**src/rtl/ctr_pkg.sv**
```systemverilog
package ctr_pkg;

    // Action chosen for the next rising edge, in priority order.
    typedef enum logic [1:0] {
        ACT_HOLD  = 2'd0,
        ACT_COUNT = 2'd1,
        ACT_LOAD  = 2'd2,
        ACT_CLEAR = 2'd3
    } ctr_action_e;

endpackage

```
**src/rtl/ctr_ctrl.sv**
```systemverilog
module ctr_ctrl
    import ctr_pkg::*;
(
    input  logic        clr_n,
    input  logic        ld_n,
    input  logic        en_p,
    input  logic        en_t,
    output ctr_action_e action
);

    // Priority: clear, then load, then counting with both enables.
    always_comb begin
        if (!clr_n) begin
            action = ACT_CLEAR;
        end else if (!ld_n) begin
            action = ACT_LOAD;
        end else if (en_p && en_t) begin
            action = ACT_COUNT;
        end else begin
            action = ACT_HOLD;
        end
    end

    // R1 guard: an asserted clear always wins.
    always_comb begin
        if (!clr_n) begin
            a_clear_wins_r1: assert (action == ACT_CLEAR)
                else $error("clear did not take priority");
        end
    end

endmodule

```
**src/rtl/ctr_next.sv**
```systemverilog
module ctr_next
    import ctr_pkg::*;
#(
    parameter int WIDTH = 4
) (
    input  ctr_action_e      action,
    input  logic [WIDTH-1:0] cur,
    input  logic [WIDTH-1:0] din,
    output logic [WIDTH-1:0] nxt
);

    localparam logic [WIDTH-1:0] ONE = WIDTH'(1);

    always_comb begin
        unique case (action)
            ACT_CLEAR: nxt = '0;
            ACT_LOAD:  nxt = din;
            ACT_COUNT: nxt = cur + ONE;  // wraps naturally at all ones
            default:   nxt = cur;
        endcase
    end

endmodule

```
**src/rtl/ctr_carry.sv**
```systemverilog
module ctr_carry #(
    parameter int WIDTH = 4
) (
    input  logic [WIDTH-1:0] cur,
    input  logic             en_t,
    output logic             carry
);

    localparam logic [WIDTH-1:0] TOP = {WIDTH{1'b1}};

    logic at_top;

    always_comb begin
        at_top = (cur == TOP);
        carry  = at_top && en_t;
    end

endmodule

```
**src/rtl/ld_counter.sv**
```systemverilog
module ld_counter
    import ctr_pkg::*;
#(
    parameter int WIDTH = 4
) (
    input  logic             clk,
    input  logic             clr_n,
    input  logic             ld_n,
    input  logic             en_p,
    input  logic             en_t,
    input  logic [WIDTH-1:0] din,
    output logic [WIDTH-1:0] cnt,
    output logic             carry_out
);

    localparam logic [WIDTH-1:0] ONE = WIDTH'(1);

    typedef struct packed {
        logic [WIDTH-1:0] cnt;
    } ctr_state_t;

    ctr_state_t  state_d;
    ctr_state_t  state_q;
    ctr_action_e action;
    logic [WIDTH-1:0] cnt_nxt;

    ctr_ctrl u_ctrl (
        .clr_n  (clr_n),
        .ld_n   (ld_n),
        .en_p   (en_p),
        .en_t   (en_t),
        .action (action)
    );

    ctr_next #(.WIDTH(WIDTH)) u_next (
        .action (action),
        .cur    (state_q.cnt),
        .din    (din),
        .nxt    (cnt_nxt)
    );

    ctr_carry #(.WIDTH(WIDTH)) u_carry (
        .cur   (state_q.cnt),
        .en_t  (en_t),
        .carry (carry_out)
    );

    always_comb begin
        state_d     = state_q;
        state_d.cnt = cnt_nxt;
    end

    always_ff @(posedge clk) begin
        state_q <= state_d;
    end

    assign cnt = state_q.cnt;

    // Assertion arming: the count is defined only after a first clear.
    logic armed_q = 1'b0;
    always_ff @(posedge clk) begin
        if (!clr_n) begin
            armed_q <= 1'b1;
        end
    end

    p_clear_r1: assert property (@(posedge clk) disable iff (!armed_q)
        !clr_n |=> (cnt == '0));

    p_load_r2: assert property (@(posedge clk) disable iff (!armed_q)
        (clr_n && !ld_n) |=> (cnt == $past(din)));

    p_count_r3: assert property (@(posedge clk) disable iff (!armed_q)
        (clr_n && ld_n && en_p && en_t) |=> (cnt == $past(cnt) + ONE));

    p_hold_r4: assert property (@(posedge clk) disable iff (!armed_q)
        (clr_n && ld_n && !(en_p && en_t)) |=> $stable(cnt));

    p_wrap_r5: assert property (@(posedge clk) disable iff (!armed_q)
        (clr_n && ld_n && en_p && carry_out) |=> (cnt == '0));

    p_gate_r7: assert property (@(posedge clk) disable iff (!armed_q)
        !en_t |-> !carry_out);

endmodule

```
**config.mk**
```make
export PLATFORM = sky130hd
export DESIGN_NAME = ld_counter
export DESIGN_NICKNAME = d
export VERILOG_FILES = /design/src/rtl/ctr_pkg.sv /design/src/rtl/ctr_ctrl.sv /design/src/rtl/ctr_next.sv /design/src/rtl/ctr_carry.sv /design/src/rtl/ld_counter.sv
export SDC_FILE = /design/constraint.sdc
export NUM_CORES = 1
export LEC_CHECK = 0
export BUFFER_PORTS_ARGS = -buffer_cell sky130_fd_sc_hd__buf_2
export CAP_MARGIN = 25
export CORE_AREA = 2 2 39 41
export CTS_CLUSTER_DIAMETER = 150
export DETAILED_ROUTE_END_ITERATION = 8
export DIE_AREA = 0 0 41 43
export PLACE_DENSITY_LB_ADDON = 0.08
export SKIP_LAST_GASP = 1
export SLEW_MARGIN = 0
export SYNTH_ARGS = -nofsm -noshare
export SYNTH_HDL_FRONTEND = slang
export SYNTH_HIERARCHICAL = 1
export SYNTH_SLANG_ARGS = --single-unit
```
**constraint.sdc**
```tcl
create_clock -name clk -period 1.6 [get_ports clk]
set_input_delay 0.4 -clock clk [delete_from_list [all_inputs] [get_ports clk]]
set_output_delay 0.4 -clock clk [all_outputs]
set_load 0.01 [all_outputs]
```
======== After elaboration in Yosys (flattened, before gate mapping) ========
Index checks and enable logic that the tools add are counted.
word-level totals
  bits of input ports ..................... 9
  bits in registers ....................... 4
  word-level logic and storage cells ...... 13
operators by class
  eq/ne operators ......................... 4
  reduce and logical (&&, ||, !) cells .... 3
  mux-type cells .......................... 4
  add/sub/neg operators ................... 1
operators with widths
  kind                 number
  $pmux 4 s3           1
  $add 4x1->4 const B  1
  $eq 2x2->1 const B   2
  $eq 4x4->1 const B   1
  $mux 2               2
  $reduce_bool 3->1    1
  $eq 2x1->1 const B   1
  $logic_and 1x1->1    2
  $mux 1               1

======== Longest topological paths before layout ========
  depth after elaboration ................. 6
  gate-level depth with buffers ........... 6

======== By module ========
Netlist, hierarchy kept.
by module, submodules not included
  module      seq. area each (um^2)  cells an instance  area each (um^2)  times used
  ctr_next    0.0                    19                 143.9             1
  ld_counter  80.1                   4                  80.1              1
  ctr_carry   0.0                    3                  12.5              1
  ctr_ctrl    0.0                    3                  12.5              1

======== Worst setup path before layout ========
OpenSTA, ideal clock, no wires.
  kind .................................... input port to flip-flop
  start point ............................. in ld_n
  end point ............................... reg state_q (netlist bit cnt[2])
  buffers on the path ..................... 1
  data arrival time ....................... 1.046 ns
  slack ................................... 0.479 ns
  library setup time ...................... 0.075 ns
  stages .................................. 6
  path through ............................ nand3_1 > nand2_1 > buf_6 > nand2_2 > mux2_2 > o22ai_1
on the way
  cells in the longest elaborated chain, start to end .. 4
  elaborated cells between the ends (all ways) .. 7
  classes of those cells .................. eq/ne: 3; mux: 3; reduce/logical: 1
ends and longest elaborated chain
  what                                      line              RTL
  start: declaration                        ld_counter.sv:8   input logic ld_n,
  $mux 2 *                                  ctr_ctrl.sv:15    end else if (!ld_n) begin
  $mux 2 *                                  ctr_ctrl.sv:13    if (!clr_n) begin
  net action[0]                             ld_counter.sv:24  ctr_action_e action;
  $eq 2x1->1 or $eq 2x2->1 (tied branches)  ctr_next.sv:15    unique case (action)
  $pmux 4 s3 *                              ctr_next.sv:15
  net cnt_nxt[2]                            ld_counter.sv:25  logic [WIDTH-1:0] cnt_nxt;
  end signal: assignment                    ld_counter.sv:54  state_q <= state_d;
  end: declaration                          ld_counter.sv:23  ctr_state_t state_q;
The timed path passes the listed nets; every way through them passes the cells marked *.
A chain may end at the register's enable or synchronous reset.

======== Worst setup path in the final report ========
  start point ............................. reg state_q (netlist bit cnt[0])
  end point ............................... out carry_out
on the way
  cells in the longest elaborated chain, start to end .. 2
ends and longest elaborated chain
  what               line              RTL
  $eq 4x4->1         ctr_carry.sv:14   at_top = (cur == TOP);
  $logic_and 1x1->1  ctr_carry.sv:15   carry = at_top && en_t;
  end: declaration   ld_counter.sv:13  output logic carry_out
No other way between the ends.

==> qor.yml <==
area_growth_pct: 36.7
vias_per_cell: 4.02
antenna_found_initial: 0
use_met2_pct: 9.69
cp-end-kind: "output pin"
drive_above_1_share_pct: 41.9
drtPass1Iterations: 2
whs_endpoint: "cnt[1]"
rsz0062_at_grt: "no"
wl_per_cell_um: 9.86
pwr-share-seq_pct: 39.8
largest_reg_flops: 4
synth.avg_cell_area_sq_um: 8.59
setup_viol: 0
pwr-share-clk_pct: 39.7
io_buffers: 13
swShare_pct: 26.5
slowest_stage: "dfxtp_1"
cts_hold_buf: 0
ir_worst_vdd_mv: 0.186
drc: 0
wl_um: 582
power_density_mw_per_mm2: 916
worst_pin_slew_ns: 0.266
cp_top_family: "flip-flops"
grt_pass1_wl_um: 910
grt_max_degree: 8
maxClockFrequency_mhz: 744
finalNetCount: 55
pwr-share-comb_pct: 20.5
die_area_sq_mm: 0.00176
slew-limit-headroom_pct: 82.2
r2r_cells: 4
post_cts_buffers: 0
cts_tree: "built"
critPathMaxFanout: 5
ios: 14
yosys_warnings: 6
max_stage_delay_ns: 0.40
hold_path.class: "input port to flop"
final_antenna_net_count: 0
clk_pin_slew_ns: 0.04
p_int_uw: 229
cts_resized: 0
regToRegStartpoint: "cnt[0]"
ys_seq_area_share_pct: 32.2
reg2reg_slack_ns: 0.47
cts_made_buffers: 3
period_minus_slack_ns: 1.34
clock_latency_ns: 0.23
worstHoldStart: "din[1]"
die_w_um: 41
yosys.area.top_type: "dfxtp_1"
cts_num_sinks: 4
die_h_um: 43
grt-ovfl-total: 0
syn_inst: 29
syn-num-nets: 39
top_usage_layer: "met1"
cts_htree_levels: 1
routed-via-count: 237
status: "finished clean"
utilization_pct: 24.6
cp_data_required_time_ns: 1.20
whs_path_depth: 3
dr.first_iter.drc_count: 2
place_congestion: 0.653
synth_area_leaders: "dfxtp_1, mux2i_1, nand2_1, nand3_1, ha_1"
p_leak_nw: 0.175
start_kind: "flop"
met1_usage_pct: 10.3
clockBufferDepth: 2
synth_cell_types: 15
cts-root-buf: "clkbuf_4"
clock_skew_ns: 0.00408
diodes: 0
worstPathCellList: "nand3_1, nor2_1, buf_2"
crit_buf_inv: 1
synth-seq-cells: 4
core_sq_mm: 0.00138
worst_r2r_endpoint: "cnt[2]"
setup_tns_ns: 0
cp.arrival_ns: 0.94
maxSlewViolCount: 0
dp.final_hpwl_um: 454
maxCapViolations: 0
hold_violations: 0
netlist_area_sq_um: 249
grt_pass1_vias: 205
initial_core_util_pct: 18.0
rows: 14
switching_power_uw: 82.8
track_usage_pct: 8.73
crit_type: "flop to output pin"
use_met3_pct: 6.28
fin_crit_sh_pct: 84.0
synth_top_area_share_pct: 32.2
finalPower_uw: 312
[cells in the final DEF (no fill, tap or decap), drive strengths merged]
| cell type | instances |
|---|---|
| nand3 | 3 |
| mux2 | 1 |
| o22ai | 2 |
| dfxtp | 4 |
| buf | 13 |
| nor2 | 1 |
| xnor2 | 1 |
| nor2b | 1 |
| ha | 1 |
| nand2 | 6 |
| o21ai | 2 |
| clkbuf | 3 |
| and2b | 1 |
| mux2i | 4 |
[through the flow]
step	cells	hold WS (ns)	instance area [sq um]	setup slack, ns
floorplan	29	0.509	249	0.479
global route	59	0.366	340	0.145
finish	59	0.370	340	0.256
global placement	56	0.600	318	0.296
detailed placement	56	0.592	318	0.283
CTS	59	0.370	340	0.230
[tightest hold or removal path: stages]
cell and delay (ns):
buf_2 0.08, nand2_1 0.04, o21ai_0 0.05
[logic make-up after synthesis]
group           synth area share (%)
xor+xnor                        3.52
fa+ha+maj                       5.02
simple gates                    23.1
flops                           32.2
mux                             20.6
buf+inv                         6.53
compound gates                  9.04
[area by class of cell]
class | instances | area, sq um
Tap cell | 16 | 20.0
Multi-Input combinational cell | 23 | 153
Fill cell | 161 | 1040
Sequential cell | 4 | 80.1
Timing Repair Buffer | 13 | 65.1
Clock buffer | 3 | 22.5
[metal layers]
metal / vias up / part of all wire (%)
met5: - / 0
met4: 0 / 0
met3: 0 / 12
met2: 12 / 43
met1: 96 / 44
li1: 129 / -
[synthesized netlist by cell type (all sizes together)]
library cell and count:
xnor2 1, nand3 3, nor2b 1, nor2 1, ha 1, o21ai 2
mux2i 4, o22ai 2, and2b 1, buf 2, dfxtp 4, nand2 6
mux2 1
[power by group through the flow]
| stage | combinational, mW | sequential (mW) | clock, mW |
|---|---|---|---|
| after floorplan | 0.0392 | 0.128 | 0 |
| after global placement | 0.0647 | 0.126 | 0 |
| after detailed placement | 0.0649 | 0.126 | 0 |
| after CTS | 0.0650 | 0.125 | 0.128 |
| after global routing | 0.0720 | 0.127 | 0.139 |
| final | 0.0640 | 0.124 | 0.124 |
[how the worst max path moves through the flow]
| stage | slack [ns] | startpoint | cells after the start | to |
|---|---|---|---|---|
| 4_1_cts | 0.23 | cnt[0] | 3 | carry_out |
| 6_report | 0.26 | cnt[0] | 3 | carry_out |
| 3_5_place_dp | 0.28 | ld_n | 6 | cnt[2] |
| 5_1_grt | 0.15 | cnt[2] | 3 | carry_out |
| 3_3_place_gp | 0.30 | ld_n | 6 | cnt[2] |
| 2_1_floorplan | 0.48 | ld_n | 6 | cnt[2] |
No activity file was read; power rests on OpenSTA's default activity.
